`config.mk`:
```
export PLATFORM = sky130hd
export DESIGN_NAME = asu_addsub_cmp
export DESIGN_NICKNAME = d
export VERILOG_FILES = /design/src/rtl/asu_pkg.sv /design/src/rtl/asu_operand_cond.sv /design/src/rtl/asu_adder.sv /design/src/rtl/asu_flag_gen.sv /design/src/rtl/asu_rel_decode.sv /design/src/rtl/asu_addsub_cmp.sv
export SDC_FILE = /design/constraint.sdc
export NUM_CORES = 1
export LEC_CHECK = 0
export BUFFER_PORTS_ARGS = -buffer_cell sky130_fd_sc_hd__clkbuf_2
export CORE_MARGIN = 4
export CORE_UTILIZATION = 43
export DETAILED_ROUTE_END_ITERATION = 8
export GPL_TIMING_DRIVEN = 0
export PLACE_DENSITY_LB_ADDON = 0.2
export SYNTH_ARGS = -nofsm -noshare
export SYNTH_HDL_FRONTEND = slang
export SYNTH_SLANG_ARGS = --single-unit
```
`constraint.sdc`:
```
create_clock -name vclk -period 14.9
set_input_delay 2.98 -clock vclk [all_inputs]
set_output_delay 2.98 -clock vclk [all_outputs]
set_load 0.02 [all_outputs]
```
`src/rtl/asu_pkg.sv`:
```
package asu_pkg;
   // positions of the ten relations in the decoded vector
   localparam int REL_LT  = 0;
   localparam int REL_LE  = 1;
   localparam int REL_EQ  = 2;
   localparam int REL_NE  = 3;
   localparam int REL_GE  = 4;
   localparam int REL_GT  = 5;
   localparam int REL_LTU = 6;
   localparam int REL_LEU = 7;
   localparam int REL_GEU = 8;
   localparam int REL_GTU = 9;
   localparam int REL_COUNT = 10;

   typedef struct packed {
      logic z;
      logic n;
      logic c;
      logic v;
   } asu_flags_t;
endpackage

```
`src/rtl/asu_operand_cond.sv`:
```
module asu_operand_cond #(
   parameter int WIDTH = 32
) (
   input  logic [WIDTH-1:0] b_in,
   input  logic             sub_sel,
   output logic [WIDTH-1:0] b_applied,
   output logic             carry_in
);
   always_comb begin
      b_applied = sub_sel ? ~b_in : b_in;
      carry_in  = sub_sel;
   end
endmodule

```
`src/rtl/asu_adder.sv`:
```
module asu_adder #(
   parameter int WIDTH = 32
) (
   input  logic [WIDTH-1:0] a_in,
   input  logic [WIDTH-1:0] b_in,
   input  logic             carry_in,
   output logic [WIDTH-1:0] sum_out,
   output logic             carry_top_in,
   output logic             carry_out
);
   localparam int EXT = WIDTH + 1;
   logic [EXT-1:0] full_sum;

   always_comb begin
      full_sum     = {1'b0, a_in} + {1'b0, b_in} + {{WIDTH{1'b0}}, carry_in};
      sum_out      = full_sum[WIDTH-1:0];
      carry_out    = full_sum[WIDTH];
      // carry arriving at the top column, recovered from its sum bit
      carry_top_in = a_in[WIDTH-1] ^ b_in[WIDTH-1] ^ full_sum[WIDTH-1];
   end
endmodule

```
`src/rtl/asu_flag_gen.sv`:
```
module asu_flag_gen
   import asu_pkg::*;
#(
   parameter int WIDTH           = 32,
   parameter bit OVF_FROM_CARRIES = 1'b1
) (
   input  logic [WIDTH-1:0] sum_in,
   input  logic [WIDTH-1:0] a_in,
   input  logic [WIDTH-1:0] b_applied,
   input  logic             carry_top_in,
   input  logic             carry_out,
   output asu_flags_t       flags
);
   localparam int MSB = WIDTH - 1;
   logic ovf;

   generate
      if (OVF_FROM_CARRIES) begin : g_ovf_carry
         always_comb ovf = carry_top_in ^ carry_out;
      end else begin : g_ovf_sign
         always_comb ovf = (a_in[MSB] == b_applied[MSB]) && (sum_in[MSB] != a_in[MSB]);
      end
   endgenerate

   always_comb begin
      flags.z = ~|sum_in;
      flags.n = sum_in[MSB];
      flags.c = carry_out;
      flags.v = ovf;
   end
endmodule

```
`src/rtl/asu_rel_decode.sv`:
```
module asu_rel_decode
   import asu_pkg::*;
(
   input  asu_flags_t           flags,
   output logic [REL_COUNT-1:0] rel
);
   logic s_less;
   logic u_less;

   always_comb begin
      s_less       = flags.n ^ flags.v;
      u_less       = ~flags.c;
      rel[REL_LT]  = s_less;
      rel[REL_LE]  = flags.z | s_less;
      rel[REL_EQ]  = flags.z;
      rel[REL_NE]  = ~flags.z;
      rel[REL_GE]  = ~s_less;
      rel[REL_GT]  = ~(flags.z | s_less);
      rel[REL_LTU] = u_less;
      rel[REL_LEU] = u_less | flags.z;
      rel[REL_GEU] = flags.c;
      rel[REL_GTU] = ~(u_less | flags.z);
   end
endmodule

```
`src/rtl/asu_addsub_cmp.sv`:
```
module asu_addsub_cmp
   import asu_pkg::*;
#(
   parameter int WIDTH            = 32,
   parameter bit OVF_FROM_CARRIES = 1'b1
) (
   input  logic [WIDTH-1:0] op_a,
   input  logic [WIDTH-1:0] op_b,
   input  logic             sub_sel,
   output logic [WIDTH-1:0] sum,
   output logic             flag_z,
   output logic             flag_n,
   output logic             flag_c,
   output logic             flag_v,
   output logic             cmp_lt,
   output logic             cmp_le,
   output logic             cmp_eq,
   output logic             cmp_ne,
   output logic             cmp_ge,
   output logic             cmp_gt,
   output logic             cmp_ltu,
   output logic             cmp_leu,
   output logic             cmp_geu,
   output logic             cmp_gtu
);
   localparam int MSB = WIDTH - 1;

   generate
      if (WIDTH < 2) begin : g_width_bad
         $error("asu_addsub_cmp: WIDTH must be at least 2");
      end
   endgenerate

   logic [WIDTH-1:0]     b_app;
   logic                 cin;
   logic                 c_top_in;
   logic                 c_out;
   asu_flags_t           fl;
   logic [REL_COUNT-1:0] rel;

   asu_operand_cond #(.WIDTH(WIDTH)) u_cond (
      .b_in      (op_b),
      .sub_sel   (sub_sel),
      .b_applied (b_app),
      .carry_in  (cin)
   );

   asu_adder #(.WIDTH(WIDTH)) u_add (
      .a_in         (op_a),
      .b_in         (b_app),
      .carry_in     (cin),
      .sum_out      (sum),
      .carry_top_in (c_top_in),
      .carry_out    (c_out)
   );

   asu_flag_gen #(.WIDTH(WIDTH), .OVF_FROM_CARRIES(OVF_FROM_CARRIES)) u_flags (
      .sum_in       (sum),
      .a_in         (op_a),
      .b_applied    (b_app),
      .carry_top_in (c_top_in),
      .carry_out    (c_out),
      .flags        (fl)
   );

   asu_rel_decode u_rel (
      .flags (fl),
      .rel   (rel)
   );

   always_comb begin
      flag_z  = fl.z;
      flag_n  = fl.n;
      flag_c  = fl.c;
      flag_v  = fl.v;
      cmp_lt  = rel[REL_LT];
      cmp_le  = rel[REL_LE];
      cmp_eq  = rel[REL_EQ];
      cmp_ne  = rel[REL_NE];
      cmp_ge  = rel[REL_GE];
      cmp_gt  = rel[REL_GT];
      cmp_ltu = rel[REL_LTU];
      cmp_leu = rel[REL_LEU];
      cmp_geu = rel[REL_GEU];
      cmp_gtu = rel[REL_GTU];
   end

   // Invariants across the pieces, evaluated whenever any input moves.
   always_comb begin

      add_inverse_chk: assert (sub_sel || ((sum - op_b) == op_a))
         else $error("add_inverse_chk: sum minus B is not A");

      sub_inverse_chk: assert (!sub_sel || ((sum + op_b) == op_a))
         else $error("sub_inverse_chk: difference plus B is not A");

      no_overflow_chk: assert (!flag_v ||
                               ((op_a[MSB] == (op_b[MSB] ^ sub_sel)) && (sum[MSB] != op_a[MSB])))
         else $error("no_overflow_chk: V set without a sign violation");

      equal_sub_chk: assert (!(sub_sel && (op_a == op_b)) || (flag_z && flag_c && !flag_v))
         else $error("equal_sub_chk: A-A must give Z=1 C=1 V=0");

      signed_excl_chk: assert ((cmp_lt ^ cmp_ge) && (cmp_eq ^ cmp_ne) && !(cmp_gt && cmp_le))
         else $error("signed_excl_chk: signed relations not exclusive");

      unsigned_excl_chk: assert ((cmp_ltu ^ cmp_geu) && !(cmp_gtu && cmp_leu))
         else $error("unsigned_excl_chk: unsigned relations not exclusive");
   end
endmodule

```
==> flow_metrics.env <==
export IMPL_cp_slowest_cell="clkbuf_1"
export IMPL_hold_path_class="in -> out"
export IMPL_status="completed"
export IMPL_seqCellArea_um2=0
export IMPL_maxCapViolCount=0
export IMPL_path_cells="buf_2 -> clkbuf_1 -> xor2_1 -> ha_1 -> nand2_1 -> or3_1 -> nor3_2 -> a21oi_1 -> o21a_1 -> xnor2_1 -> nor4_1 -> nand4_1 -> and4bb_4 -> buf_4 -> clkbuf_2"
export IMPL_die_w_um=83.2
export IMPL_critPathCaptureType="primary output"
export IMPL_grt_pass1_wl_um=12100
export IMPL_grt_overflow=0
export IMPL_top_usage_layer="met2"
export IMPL_timing_slew_headroom_pct=42.0
export IMPL_drt_drc_violations_left=0
export IMPL_fin_hold_ws_ns=6.32
export IMPL_cp_start_kind="input port"
export IMPL_netlist_instances=338
export IMPL_drive_above_1_share_pct=31.5
export IMPL_io_pins=111
export IMPL_ant_nets=0
export IMPL_hold_buffers=0
export IMPL_min_period_ns=9.99
export IMPL_viasPerCell=5.55
export IMPL_grt_pass1_vias=2719
export IMPL_slew_viol_final=0
export IMPL_fin_setup_tns_ns=0
export IMPL_p_leak_uw=0.00154
export IMPL_start_util_pct=44.1
export IMPL_vias=2885
export IMPL_path_class="in -> out"
export IMPL_critPathMaxFanout=10
export IMPL_syn_to_final_growth_pct=26.4
export IMPL_use_met2_pct=36.5
export IMPL_p_total_uw=257
export IMPL_grt_usage_pct=19.9
export IMPL_post_cts_buffers=0
export IMPL_drt_wl_total_um=7330
export IMPL_grt_max_degree=11
export IMPL_grt_use_met1_pct=25.5
export IMPL_post_route_period_util_pct=67.0
export IMPL_yosysWarningCount=0
export IMPL_critical_path_arrival_ns=7.01
export IMPL_met3_usage_pct=1.69
export IMPL_antenna_found_initial=0
export IMPL_num_antenna_cells=0
export IMPL_synth_area_per_cell_um2=7.19
export IMPL_hpwl_um=6420
export IMPL_fp_dieH_um=83.2
export IMPL_final_nets=550
export IMPL_routedWlPerCell_um=14.1
export IMPL_first_pass_iters=4
export IMPL_synthesis_area_um2=2430
export IMPL_hold_violations=0
export IMPL_port_buffers=110
export IMPL_cellPowerDensity_nw_per_um2=83.9
export IMPL_globalplace_congestion=0.958
export IMPL_fmax_mhz=100
export IMPL_slowest_delay_ns=0.67
export IMPL_syn_num_nets=438
export IMPL_dieArea_um2=6920
export IMPL_rsz0062_at_grt="false"
export IMPL_final_util_pct=55.8
export IMPL_worst_pin_slew_ns=0.870
export IMPL_clkbuf_count=0
export IMPL_ys_seq_area_share_pct=0
export IMPL_fp_row_count=27
export IMPL_seq_cells=0
export IMPL_ys_types=58
export IMPL_cts_resized=0
export IMPL_finalSetupViolCount=0
export IMPL_vdd_drop_max_mv=0.0563
export IMPL_drtIter0Drc=131
export IMPL_core_um2=5510
export IMPL_required_ns=11.92
export IMPL_place_ws_ns=4.90
export IMPL_setup_ws_ns=4.91
## where the power goes
group	internal [uW]	switching, uW
clock	0	0
sequential	0	0
combinational	93.6	164
## cell usage in the layout, fill, tap and decap left out, types with 2 or more instances in the layout
cell type,netlist,routed
clkbuf_2,0,110
xor2_1,42,42
ha_1,34,34
a21oi_1,33,33
nand2_1,27,27
nor2_1,26,26
o21ai_0,19,19
inv_1,16,16
xnor2_1,16,16
a21o_1,12,12
nand3_1,10,10
nor3_1,8,8
clkbuf_1,7,7
a21oi_2,7,7
nand4_1,7,7
o211ai_1,5,5
buf_2,4,4
nand2b_1,3,3
o22ai_1,3,3
a31oi_2,3,3
a31oi_1,3,3
nor4_1,3,3
buf_4,3,3
o211a_1,2,2
and2_1,2,2
a211oi_1,2,2
or2_2,2,2
o311ai_0,2,2
o31ai_1,2,2
o21a_1,2,2
a21boi_0,2,2
or4_1,2,2
or2b_1,2,2
or2_1,2,2
## through the flow
| step | std cells | instance area, um^2 |
|---|---|---|
| after floorplan | 338 | 2430 |
| after global placement | 520 | 3070 |
| after detailed placement | 520 | 3070 |
| after CTS | 520 | 3070 |
| after global routing | 520 | 3070 |
| final | 520 | 3070 |
## final timing paths
| kind | start | end | slack [ns] | cells past startpoint |
|---|---|---|---|---|
| worst min-delay path | op_a[0] | sum[0] | 6.32 | 3 |
| worst max-delay path | sub_sel | flag_z | 4.91 | 15 |
## cell type report
class	count	area (um^2)
fill	528	2440
multi-input combinational	306	2290
timing repair buffer	110	551
tap	72	90.1
buffer	15	80.1
inverter	17	63.8
## synth_stat cells (2+ instances only)
cell	number	share of area [%]
o211ai_1	5	1.5
o211a_1	2	0.82
clkbuf_1	7	1.1
a31oi_1	3	0.77
nand4_1	7	1.8
ha_1	34	18
nand2b_1	3	0.77
a31oi_2	3	1.5
inv_1	16	2.5
o21a_1	2	0.62
nand2_1	27	4.2
or2_2	2	0.51
a21boi_0	2	0.62
or2_1	2	0.51
a21o_1	12	3.7
nor3_1	8	1.6
and2_1	2	0.51
or4_1	2	0.62
o31ai_1	2	0.62
o22ai_1	3	0.77
buf_2	4	0.82
xor2_1	42	15
nor4_1	3	0.77
a21oi_2	7	2.5
nand3_1	10	2.1
xnor2_1	16	5.8
a211oi_1	2	0.62
buf_4	3	0.93
or2b_1	2	0.62
nor2_1	26	4.0
o311ai_0	2	0.72
o21ai_0	19	3.9
a21oi_1	33	6.8
## worst max-delay path, delay by kind of cell
family,cells,cell delay (ns)
AND/OR/NAND/NOR,6,1.75
AO/OA/AOI/OAI,2,0.41
buffers and inverters,4,1.08
adder cells (fa/ha/maj),1,0.46
XOR/XNOR,2,0.32
## kinds of logic after synthesis
kind of cell / synth area share [%]
adders and majority gates: 18.3
buffers and inverters: 5.92
muxes: 1.34
and+or+nand+nor: 21.0
AOI/OAI and AO/OA: 31.9
xor gates and xnor gates: 21.6
## per-layer routing
layer,vias to the layer above,share of wire (%),wire (um)
met5,-,0,0
met4,0,1.6,114
met3,12,5.9,432
met2,110,48,3520
met1,1319,45,3260
li1,1444,-,-
(Power assumes the default switching activity.)
